$ cat config.mk
export PLATFORM = sky130hd
export DESIGN_NAME = dma_irq_router
export DESIGN_NICKNAME = d
export VERILOG_FILES = /design/src/rtl/dma_irq_pkg.sv /design/src/rtl/dma_irq_ctrl.sv /design/src/rtl/dma_irq_datapath.sv /design/src/rtl/dma_irq_router.sv
export SDC_FILE = /design/constraint.sdc
export NUM_CORES = 1
export LEC_CHECK = 0
export BUFFER_PORTS_ARGS = -buffer_cell sky130_fd_sc_hd__buf_2
export CORE_ASPECT_RATIO = 1.2
export CORE_MARGIN = 3
export CORE_UTILIZATION = 35
export DETAILED_ROUTE_END_ITERATION = 10
export PLACE_DENSITY = 0.68
export SLEW_MARGIN = 20
export SYNTH_ARGS = -nofsm -noshare
export SYNTH_HDL_FRONTEND = slang
export SYNTH_HIERARCHICAL = 1
export SYNTH_SLANG_ARGS = --single-unit
$ cat constraint.sdc
create_clock -name clk -period 2.91 [get_ports clk]
set_input_delay 0.582 -clock clk [delete_from_list [all_inputs] [get_ports clk]]
set_output_delay 0.582 -clock clk [all_outputs]
set_load 0.005 [all_outputs]
$ cat src/rtl/dma_irq_pkg.sv
package dma_irq_pkg;
  localparam int ADDR_W = 12;
  localparam int DATA_W = 32;

  localparam logic [ADDR_W-1:0] ADDR_BASIC  = 12'h000;
  localparam logic [ADDR_W-1:0] ADDR_PEND   = 12'h004;
  localparam logic [ADDR_W-1:0] ADDR_EN_SET = 12'h010;
  localparam logic [ADDR_W-1:0] ADDR_EN_CLR = 12'h01C;
  localparam logic [ADDR_W-1:0] ADDR_STATUS = 12'hFE0;

  typedef struct packed {
    logic enSet;
    logic enClr;
    logic selBasic;
    logic selPend;
    logic selEnable;
    logic selStatus;
  } regStrobe_t;
endpackage

$ cat src/rtl/dma_irq_ctrl.sv
module dma_irq_ctrl
  import dma_irq_pkg::*;
(
  input  logic [ADDR_W-1:0] regAddr,
  input  logic              regWrEn,
  output regStrobe_t        strobe
);
  always_comb begin
    strobe           = '0;
    strobe.enSet     = regWrEn && (regAddr == ADDR_EN_SET);
    strobe.enClr     = regWrEn && (regAddr == ADDR_EN_CLR);
    strobe.selBasic  = (regAddr == ADDR_BASIC);
    strobe.selPend   = (regAddr == ADDR_PEND);
    strobe.selEnable = (regAddr == ADDR_EN_SET) || (regAddr == ADDR_EN_CLR);
    strobe.selStatus = (regAddr == ADDR_STATUS);
  end
endmodule

$ cat src/rtl/dma_irq_datapath.sv
module dma_irq_datapath
  import dma_irq_pkg::*;
#(
  parameter int NUM_CHAN      = 15,
  parameter int NUM_DEDICATED = 11,
  parameter int LINE_BASE     = 16,
  parameter int SUMMARY_BIT   = 8
) (
  input  logic              clk,
  input  logic              rstN,
  input  regStrobe_t        strobe,
  input  logic [DATA_W-1:0] wrData,
  input  logic [NUM_CHAN-1:0] chanIrq,
  output logic [DATA_W-1:0] rdData,
  output logic              cpuIrq
);
  localparam int NUM_LINES   = NUM_DEDICATED + 1;
  localparam int SHARED_LINE = NUM_DEDICATED;
  localparam int SHARED_BIT  = LINE_BASE + SHARED_LINE;

  logic [NUM_CHAN-1:0] statusQ;
  logic [DATA_W-1:0]   enableQ;
  logic [NUM_LINES-1:0] lineVec;
  logic [DATA_W-1:0]   pendWord;
  logic [DATA_W-1:0]   basicWord;
  logic [DATA_W-1:0]   statusWord;

  always_ff @(posedge clk) begin
    if (!rstN) begin
      statusQ <= '0;
      enableQ <= '0;
    end else begin
      statusQ <= chanIrq;
      if (strobe.enSet)      enableQ <= enableQ | wrData;
      else if (strobe.enClr) enableQ <= enableQ & ~wrData;
    end
  end

  genvar gi;
  generate
    for (gi = 0; gi < NUM_DEDICATED; gi++) begin : g_dedicated
      assign lineVec[gi] = statusQ[gi];
    end
  endgenerate
  assign lineVec[SHARED_LINE] = |statusQ[NUM_CHAN-1:NUM_DEDICATED];

  always_comb begin
    pendWord = '0;
    pendWord[LINE_BASE +: NUM_LINES] = lineVec;
    basicWord = '0;
    basicWord[SUMMARY_BIT] = |(pendWord & enableQ);
    statusWord = '0;
    statusWord[NUM_CHAN-1:0] = statusQ;
  end

  assign cpuIrq = |basicWord;

  always_comb begin
    rdData = '0;
    if (strobe.selBasic)  rdData = basicWord;
    if (strobe.selPend)   rdData = pendWord;
    if (strobe.selEnable) rdData = enableQ;
    if (strobe.selStatus) rdData = statusWord;
  end


  dedicated_line_chk: assert property (@(posedge clk) disable iff (!rstN)
    chanIrq[0] |=> pendWord[LINE_BASE]);

  shared_line_chk: assert property (@(posedge clk) disable iff (!rstN)
    (|chanIrq[NUM_CHAN-1:NUM_DEDICATED]) |=> pendWord[SHARED_BIT]);

  level_drop_chk: assert property (@(posedge clk) disable iff (!rstN)
    (chanIrq == '0) |=> (pendWord == '0 && !cpuIrq));

  en_set_chk: assert property (@(posedge clk) disable iff (!rstN)
    strobe.enSet |=> ((enableQ & $past(wrData)) == $past(wrData)));

  en_clr_chk: assert property (@(posedge clk) disable iff (!rstN)
    strobe.enClr |=> ((enableQ & $past(wrData)) == '0));

  en_hold_chk: assert property (@(posedge clk) disable iff (!rstN)
    !(strobe.enSet || strobe.enClr) |=> $stable(enableQ));
endmodule

$ cat src/rtl/dma_irq_router.sv
module dma_irq_router
  import dma_irq_pkg::*;
#(
  parameter int NUM_CHAN      = 15,
  parameter int NUM_DEDICATED = 11,
  parameter int LINE_BASE     = 16,
  parameter int SUMMARY_BIT   = 8
) (
  input  logic                clk,
  input  logic                rstN,
  input  logic [NUM_CHAN-1:0] chanIrq,
  input  logic [ADDR_W-1:0]   regAddr,
  input  logic                regWrEn,
  input  logic [DATA_W-1:0]   regWrData,
  output logic [DATA_W-1:0]   regRdData,
  output logic                cpuIrq
);
  regStrobe_t strobe;

  dma_irq_ctrl u_ctrl (
    .regAddr (regAddr),
    .regWrEn (regWrEn),
    .strobe  (strobe)
  );

  dma_irq_datapath #(
    .NUM_CHAN      (NUM_CHAN),
    .NUM_DEDICATED (NUM_DEDICATED),
    .LINE_BASE     (LINE_BASE),
    .SUMMARY_BIT   (SUMMARY_BIT)
  ) u_dp (
    .clk     (clk),
    .rstN    (rstN),
    .strobe  (strobe),
    .wrData  (regWrData),
    .chanIrq (chanIrq),
    .rdData  (regRdData),
    .cpuIrq  (cpuIrq)
  );
endmodule

## Word-level counts from Yosys, hierarchy flattened

Index checks and enable logic that the tools add are counted.

- Reductions and logical operators: 7
- Eq/ne operators: 4
- Muxes and demuxes: 6
- Bitwise gates (word level): 4

Operators by type and width:

| operator | count |
|---|---|
| 2-to-1 mux 32 bit | 4 |
| bitwise AND 28 x 32 -> 32 bit | 1 |
| bitwise AND 32 bit | 1 |
| NOT 32 bit | 1 |
| OR 32 bit | 1 |
| OR reduction 32 bit | 1 |
| 2-to-1 mux 28 bit | 1 |
| == test 12 x 5 -> 1 bit (second input constant) | 2 |
| == test 12 bit (second input constant) | 1 |
| == test 12 x 3 -> 1 bit (second input constant) | 1 |
| logical NOT 12 bit | 1 |
| 2-to-1 mux 9 bit | 1 |
| OR reduction 4 bit | 1 |
| logical AND 1 bit | 2 |
| nonzero test 2 bit | 1 |
| logical OR 1 bit | 1 |

- Input bits: 62
- Register bits: 47
- Output and inout port bits: 33
- Word-level logic and storage cells: 23

## Depth between registers and ports, before layout

Gate-level depths: netlist of the first run.

- Depth after elaboration: 7
- Gate-level depth with buffers: 6

## Hierarchy

The synthesis of the first run kept the hierarchy.

By module, submodules not included:

| module | instances | area each (sq um) | seq. area each (sq um) | cells each |
|---|---|---|---|---|
| dma_irq_datapath | 1 | 2170.8 | 940.9 | 265 |
| dma_irq_ctrl | 1 | 128.9 | 0.0 | 16 |

## Worst setup path before layout of the first run

Ideal clock, no wire load.

- Path kind: input-to-output
- From: input port regAddr[9]
- To: output port regRdData[10]
- Arrival: 2.154 ns
- Buffers on the path: 2
- Setup slack: 0.174 ns
- Required time: 2.328 ns
- Cell stages on the path: 6
- Cells stage by stage: or4_4 a2111oi_4 buf_2 buf_2 nand2_1 o21ai_0

RTL lines:

| element | line | source |
|---|---|---|
| start, declared | dma_irq_router.sv:12 | `input logic [ADDR_W-1:0] regAddr,` |
| end, declared | dma_irq_router.sv:15 | `output logic [DATA_W-1:0] regRdData,` |

==> results.txt, run 1 <==
----------------------------------------------------
[Outcome]
  Run status ... finished with violations
  Failing checks ... setup timing

[Worst setup path]
  Signal arrival time at the worst endpoint ... 2360 ps
  Required arrival time at the worst endpoint ... between 2000 and 2500 ps
  Worst path bufs/invs ... 4
  Largest fanout on the critical path ... 6
  CP Capture Type ... output port
  Largest delay contributor family on the critical path ... simple AND/OR/NAND/NOR gates
  Worst Setup Start Kind ... primary input
  Worst setup path class ... in2out
  Slowest cell on the critical path ... sky130_fd_sc_hd__or4_4
  Cell-by-cell listing of the critical path ... buf_6 -> or4_4 -> buf_4 -> nor4_4 -> nor2b_4 -> buf_6 -> o41ai_2 -> a21oi_2 -> buf_2
  Max incr delay on CP ... roughly 550 ps
  Worst path most repeated cell ... sky130_fd_sc_hd__buf_6

[Finish]
  Area growth from synthesis to layout ... 45.87%
  Number of nets in the layout ... roughly 450
  Most common cell after layout, fill and taps aside ... sky130_fd_sc_hd__buf_2
  Most used cells in the layout excluding fill and tap cells ... sky130_fd_sc_hd__buf_2 (90), sky130_fd_sc_hd__nand2_1 (61), sky130_fd_sc_hd__dfxtp_1 (47)
  Number of fillers in the final layout ... about 600
  Count of antenna diodes in the layout ... 0
  Proportion of layout cells with a drive suffix above 1 ... 0.4171

[GRT]
  Antenna violations before repair ... 0
  GR Util All Layers ... 0.1784
  GR Overflow Total ... 0
  Wire length of the first global-routing pass ... ~11000 um
  Pin count of the biggest net entering global routing ... between 40 and 50
  Vias in the first global route ... around 2200

[Synthesis]
  Cells taking the most area after synthesis ... sky130_fd_sc_hd__dfxtp_1 (41%), sky130_fd_sc_hd__a22oi_1 (14%), sky130_fd_sc_hd__nand2_1 (10%)
  Area share of the largest cell type after synthesis ... 0.4091
  Synth warn ... 6
  Portion of the post-synthesis area used by sequential elements ... 0.4091
  Post-synth net total ... approximately 340
  Synth Flop Type ... sky130_fd_sc_hd__dfxtp_1
  Area of the mapped netlist ... around 2300 um^2
  Synth Instances ... 281
  #FFs+latches synth ... 47
  Count of flip-flops with a built-in enable after synthesis ... 0
  Synthesized area divided by synthesized cell count ... 8.184 um^2
  Async set-or-reset flop fraction in the synthesized netlist ... 0
  Netlist cell types ... 30
  Library cell occupying the most area in the post-synthesis netlist ... sky130_fd_sc_hd__dfxtp_1

[Worst hold path]
  Hold/Removal Path Class ... in2reg

[Power]
  Leakage power figure ... about 1.4 nW
  Worst vdd rail ir drop ... 0.2080 mV
  PD cells ... roughly 370 nW/um^2

[Timing]
  Finish-stage setup viols ... 8
  Slack of the critical path ... -35.03 ps
  Max-slew headroom ... 0.5712
  Max-slew violation total from the final report ... 0
  Achievable Freq ... 339.6 MHz
  Min Clock Period, post-route ... approximately 3000 ps
  Post-Route Setup TNS ... -82.69 ps
  Worst Tran Pin Value ... approximately 640 ps
  Number of hold violations in the final report ... 0
  Unrepaired setup endpoints after global routing ... yes
  Worst clock skew ... 0 ps
  Hold Slack ... just under 500 ps
  Final period util ... 1.012

[Run]
  Max-Cap Viols ... 0

[Die]
  Total core area ... between 6000 and 7000 um^2
  Num ports ... 95
  Total Die Area ... between 7000 and 8000 um^2
  Die Ht ... ~95 um
  Starting density of the core ... 0.3706
  Cell row count ... 31
  Die outline width ... roughly 80 um

[Drt]
  Post-detailed-route via-to-cell ratio ... around 5
  Antenna Violating Nets Remaining ... 0
  Wire length per cell ... approximately 15 um
  Total Wirelength ... about 7000 um
  Detailed-route DRC error count ... 0
  Vias post-DR ... ~2400
  Violation count after the first detailed-routing iteration ... ~170
  Router iterations before antenna repair ... 4

[Clocking]
  Skew-Pair Late Insertion Delay ... approximately 290 ps
  Num Clock Sinks ... 47
  Maximum root-to-sink buffer count ... 2
  TritonCTS clock tree ... done
  Clock slew seen by the registers of the worst setup and hold paths ... 90 ps
  CTS HTree Levels ... 2
  Number of buffers inserted during clock tree synthesis ... 5
  Cell at the root of the clock tree ... sky130_fd_sc_hd__clkbuf_8

[Place]
  Gpl congestion ... 0.8553
  Count of port buffers added during placement ... 94
  Placed wire-length estimate after detailed placement ... 4757 um

----------------------------------------------------
path summary, 6_finish.rpt:
| kind | start | end | slack [ps] | cells after the start |
|---|---|---|---|---|
| min reg2reg | flop | flop | 530 | 2 |
| min | chanIrq[3] | u_dp/statusQ[3]$_SDFF_PN0_ | 490 | 2 |
| max | regAddr[10] | regRdData[27] | -40 | 9 |
| max reg2reg | flop | flop | 2180 | 2 |
where the power goes:
part | switching [W] | leakage (nW) | total (W) | internal [W]
Sequential | 0.0000130 | 0.383 | 0.000667 | 0.000654
Clock | 0.000210 | 0.0612 | 0.000488 | 0.000278
Combinational | 0.0000385 | 0.913 | 0.0000870 | 0.0000485
Total | 0.000261 | 1.36 | 0.00124 | 0.000980
through the flow:
step / util / std cells / power (W) / setup slack, ps / cell area, um^2
detailed placement: 0.4740 / 450 / 0.0007605 / -141.1 / 2942
global route: 0.5405 / 468 / 0.001293 / -111.8 / 3354
finish: 0.5405 / 468 / 0.001242 / -35.03 / 3354
CTS: 0.5060 / 463 / 0.001253 / -28.47 / 3141
floorplan: - / 281 / 0.0007029 / 173.7 / 2300
global placement: 0.4740 / 450 / 0.0007584 / -124.8 / 2942
Yosys cell counts, types with 2 or more instances:
master                      n
sky130_fd_sc_hd__nor2_1    11
sky130_fd_sc_hd__a22oi_1   43
sky130_fd_sc_hd__a22o_1     2
sky130_fd_sc_hd__nor4_1     5
sky130_fd_sc_hd__nor2b_1   34
sky130_fd_sc_hd__clkbuf_1  12
sky130_fd_sc_hd__dfxtp_1   47
sky130_fd_sc_hd__buf_2      8
sky130_fd_sc_hd__and2_1    21
sky130_fd_sc_hd__o21ai_0   15
sky130_fd_sc_hd__nand2_1   64
cells by family (layout without fill, tap and decap cells):
logic type      Yosys count  count (layout)  synth area share
compound gates           68              68            0.2312
buf+inv                  21             126           0.03863
simple gates            145             145            0.3210
flops                    47              47            0.4091
final cells by class:
cell class,count,area [um^2],area share
Clock buffer,6,82.58,0.02462
Clock inverter,2,35.03,0.01044
Inverter,1,3.754,0.001119
Multi-Input combinational cell,213,1423,0.4241
Sequential cell,47,940.9,0.2805
Tap cell,82,102.6,0.03059
Timing Repair Buffer,117,767.0,0.2286
worst register-to-register path, delay by kind of cell, from the launching register on:
family           cells  cell delay (ps)
flip-flops           1              350
AO/OA/AOI/OAI        1              200
AND/OR/NAND/NOR      1               80
routing by layer:
layer	global-route usage	wire, um	share of wire	vias to the layer above
li1	-	-	-	1191
met1	0.2240	3054	0.43	1087
met2	0.3073	3447	0.49	78
met3	0.02958	376	0.054	12
met4	0.06056	146	0.021	0
met5	0	0	0	-
what timing repair did:
item                       CTS  global route
pin swaps                    1            19
setup endpoints to repair   27            32
cloned                       1             2
setup buffers                4             3
hold buffers                 0             0
resized for setup            5            49
(Power assumes the default switching activity.)
==> inputs of run 2 (changes only) <==
PLACE_DENSITY = 0.69   (was 0.68)
SYNTH_HIERARCHICAL = default   (was 1)
==> run 2 against run 1 <==
  * Maximum frequency increased by 4.7%
  * Combinational power decreased by 14%
  * Critical endpoint unchanged
  * Count of clock-buffer cells in the layout increased by 1
  * Final area decreased by 19%
  * Die area decreased by 8.0%
  * The flow now finishes without violations
  * Clock skew unchanged
  * Synthesized area decreased by 8.5%
  * Largest power group unchanged
  * Global-route usage decreased by 0.98 points
  * Critical path depth decreased by 2
  * Utilization decreased by 6.7 points
==> results.txt, run 2 <==
----------------------------------------------------
[Timing]
  Post-Route Setup TNS ... 0 ps (+82.69 ps)
  Number of hold violations in the final report ... 0 (unchanged)
  Max-slew headroom ... 0.6823 (+0.1111)
  Min Clock Period, post-route ... 2813 ps (-131.9 ps)
  Finish-stage setup viols ... 0 (-8)
  Final period util ... 0.9667 (-0.04533)
  Unrepaired setup endpoints after global routing ... no
  Max-slew violation total from the final report ... 0 (unchanged)
  Hold Slack ... 455.6 ps (-30.75 ps)
  Worst clock skew ... 0 ps (unchanged)
  Worst Tran Pin Value ... 472.6 ps (-170.6 ps)
  Achievable Freq ... 355.5 MHz (+4.7%)

[Drt]
  Router iterations before antenna repair ... 4 (unchanged)
  Vias post-DR ... 2008 (-15%)
  Wire length per cell ... 14.22 um (-5.2%)
  Violation count after the first detailed-routing iteration ... 91 (-46%)
  Total Wirelength ... 5845 um (-17%)
  Detailed-route DRC error count ... 0 (unchanged)
  Antenna Violating Nets Remaining ... 0 (unchanged)
  Post-detailed-route via-to-cell ratio ... 4.886 (-3.4%)

[Place]
  Gpl congestion ... 0.8460 (-1.1%)
  Inst Count DP ... 403 (-10%)
  Count of port buffers added during placement ... 94 (unchanged)
  Placed wire-length estimate after detailed placement ... 4363 um (-8.3%)
  Total cell area at the placement stage ... 2634 um^2 (-10%)

[GRT]
  Met1 Track Usage GR ... 0.1940 (-0.03008)
  Antenna violations before repair ... 1 (+1)
  Wire length of the first global-routing pass ... 9335 um (-12%)
  Vias in the first global route ... 1983 (-11%)
  GR Overflow Total ... 0 (unchanged)
  Met3 capacity usage during global routing ... 0.04691 (+0.01733)
  Most congested layer reported by global routing ... met2
  GR Util All Layers ... 0.1685 (-0.009837)
  Pin count of the biggest net entering global routing ... 48 (unchanged)
  Met2 global-route usage ... 0.2849 (-0.02244)

[Worst setup path]
  Cell-by-cell listing of the critical path ... buf_2 -> or4_4 -> or2_4 -> nor3_4 -> buf_4 -> a22o_1 -> buf_2
  Worst path most repeated cell ... sky130_fd_sc_hd__buf_2
  Signal arrival time at the worst endpoint ... 2230 ps (-130 ps)
  Required arrival time at the worst endpoint ... 2330 ps (about the same)
  Largest fanout on the critical path ... 14 (+8)
  CP Capture Type ... output port
  Worst setup path class ... in2out
  Slowest cell on the critical path ... sky130_fd_sc_hd__or4_4
  Worst Setup Start Kind ... primary input
  Max incr delay on CP ... 550 ps (about the same)

[Power]
  Fraction of power consumed by combinational cells ... 0.067 (-0.003)
  Sequential group share of total power ... 0.597 (+0.060)
  Internal Pwr Total ... 0.0008623 W (-12%)
  Worst vdd rail ir drop ... 0.2690 mV (+29%)
  Clock group share of total power ... 0.335 (-0.058)
  Leakage power figure ... 1.172 nW (-14%)
  PD cells ... 408.9 nW/um^2 (+10%)
  Reported net switching power ... 0.0002496 W (-4.5%)
  Switching power as a share of total power ... 0.2245 (+0.01394)

[Die]
  Cell row count ... 30 (-3.2%)
  Die Ht ... 90.92 um (-4.1%)
  Starting density of the core ... 0.3662 (-0.004334)
  Num ports ... 95 (unchanged)
  Total Die Area ... 6979 um^2 (-8.0%)
  Total core area ... 5743 um^2 (-7.5%)
  Die outline width ... 76.77 um (-4.0%)

[Synthesis]
  Library cell occupying the most area in the post-synthesis netlist ... sky130_fd_sc_hd__dfxtp_1
  Portion of the post-synthesis area used by sequential elements ... 0.4474 (+0.03821)
  Cells taking the most area after synthesis ... sky130_fd_sc_hd__dfxtp_1 (45%), sky130_fd_sc_hd__a22o_2 (10%), sky130_fd_sc_hd__nand3_1 (8.1%)
  Post-synth net total ... 299 (-13%)
  Synth Flop Type ... sky130_fd_sc_hd__dfxtp_1
  Leading cell types by count after synthesis ... sky130_fd_sc_hd__dfxtp_1 (47), sky130_fd_sc_hd__nand2_1 (37), sky130_fd_sc_hd__nand3_1 (34)
  Synth warn ... 0 (-6)
  #FFs+latches synth ... 47 (unchanged)
  Top-count cell post-synth ... sky130_fd_sc_hd__dfxtp_1
  Netlist cell types ... 31 (+3.3%)
  Synth Instances ... 237 (-16%)
  Count of flip-flops with a built-in enable after synthesis ... 0 (unchanged)
  Async set-or-reset flop fraction in the synthesized netlist ... 0 (unchanged)
  Area share of the largest cell type after synthesis ... 0.4474 (+0.03821)
  Area of the mapped netlist ... 2103 um^2 (-8.5%)
  Synthesized area divided by synthesized cell count ... 8.875 um^2 (+8.4%)

[Outcome]
  Run status ... completed

[Worst hold path]
  Hold/Removal Path Class ... reg2reg

[Clocking]
  Total of hold buffers inserted after clock tree synthesis ... 0 (unchanged)
  Cell at the root of the clock tree ... sky130_fd_sc_hd__clkbuf_8
  Maximum root-to-sink buffer count ... 2 (unchanged)
  TritonCTS clock tree ... done
  Number of buffers inserted during clock tree synthesis ... 5 (unchanged)
  Clock slew seen by the registers of the worst setup and hold paths ... 70 ps (-20 ps)
  CTS HTree Levels ... 2 (unchanged)
  Skew-Pair Late Insertion Delay ... 300 ps (about the same)
  Num Clock Sinks ... 47 (unchanged)
  Number of buffers added for setup after CTS ... 0 (-4)

[Finish]
  Most used cells in the layout excluding fill and tap cells ... sky130_fd_sc_hd__buf_2 (94), sky130_fd_sc_hd__dfxtp_1 (47), sky130_fd_sc_hd__nand2_1 (37)
  Final design area excluding fillers ... 2719 um^2 (-19%)
  Layout Cells excl Fill ... 411 (-12%)
  Count of antenna diodes in the layout ... 0 (unchanged)
  Proportion of layout cells with a drive suffix above 1 ... 0.4109 (-0.006222)
  Most common cell after layout, fill and taps aside ... sky130_fd_sc_hd__buf_2
  Area growth from synthesis to layout ... 29.27%
  Number of nets in the layout ... 392 (-12%)

[Run]
  Max-Cap Viols ... 0 (unchanged)

----------------------------------------------------
-- run 2: changes by cell type in the layout (fill, tap and decap cells not counted), sizes merged, moves of 2 or more --
cell    delta
a221oi     -2
a22o      +25
a22oi     -39
buf       -13
nand2     -27
nand3     +32
nor2       -9
nor2b     -33
nor3       +3
nor4       -3
o21ai     +17
o41ai      -2
-- run 2: path summary, 6_finish.rpt --
| kind | from | cells after the start | endpoint | slack, ps |
|---|---|---|---|---|
| max | regAddr[9] | 7 | regRdData[27] | 100 |
| min | flop | 2 | flop | 460 |
| max reg2reg | flop | 2 | flop | 2250 |
| min reg2reg | flop | 2 | flop | 460 |
-- run 2: repair_timing --
action,in CTS,in global routing
endpoints found under the hold margin,0,0
gates resized for setup,0,1
endpoints found under the setup margin,0,18
-- run 2: final cells by class --
class                      count  area (um^2)
sequential                    47        940.9
clock buffer                   7        76.32
timing repair buffer         102        534.3
tap                           80        100.1
multi-input combinational    174         1062
clock inverter                 1        5.005
fill                         576         3024
-- run 2: worst max-delay path, delay by kind of cell --
| family | cells | cell delay [ps] |
|---|---|---|
| AOI/OAI and AO/OA | 1 | 170 |
| buffers and inverters | 3 | 450 |
| and+or+nand+nor | 3 | 1010 |
-- run 2: metal layers --
layer / vias to the layer above / part of all wire
met5: - / 0.0019
met4: 2 / 0.032
li1: 1038 / -
met3: 18 / 0.079
met2: 83 / 0.49
met1: 867 / 0.40
-- run 2: kinds of logic after synthesis --
| family | share of synthesized area |
|---|---|
| xor+xnor | 0.004165 |
| buf+inv | 0.05056 |
| simple gates | 0.2731 |
| compound gates | 0.2249 |
| flops | 0.4474 |
-- run 2: power by group through the flow --
stage                     Sequential [W]  Combinational [W]  Clock [W]
final                           0.000664          0.0000747   0.000373
after floorplan                 0.000674          0.0000262          0
after global routing            0.000666          0.0000833   0.000415
after detailed placement        0.000680          0.0000748          0
after CTS                       0.000665          0.0000752   0.000391
after global placement          0.000680          0.0000742          0
-- run 2: through the flow --
step	power, W	setup slack, ps	util
2_1_floorplan	0.0007007	331.1	-
3_3_place_gp	0.0007545	48.71	0.4586
3_5_place_dp	0.0007545	15.49	0.4586
4_1_cts	0.001131	13.27	0.4728
5_1_grt	0.001165	43.13	0.4734
6_report	0.001112	96.88	0.4734
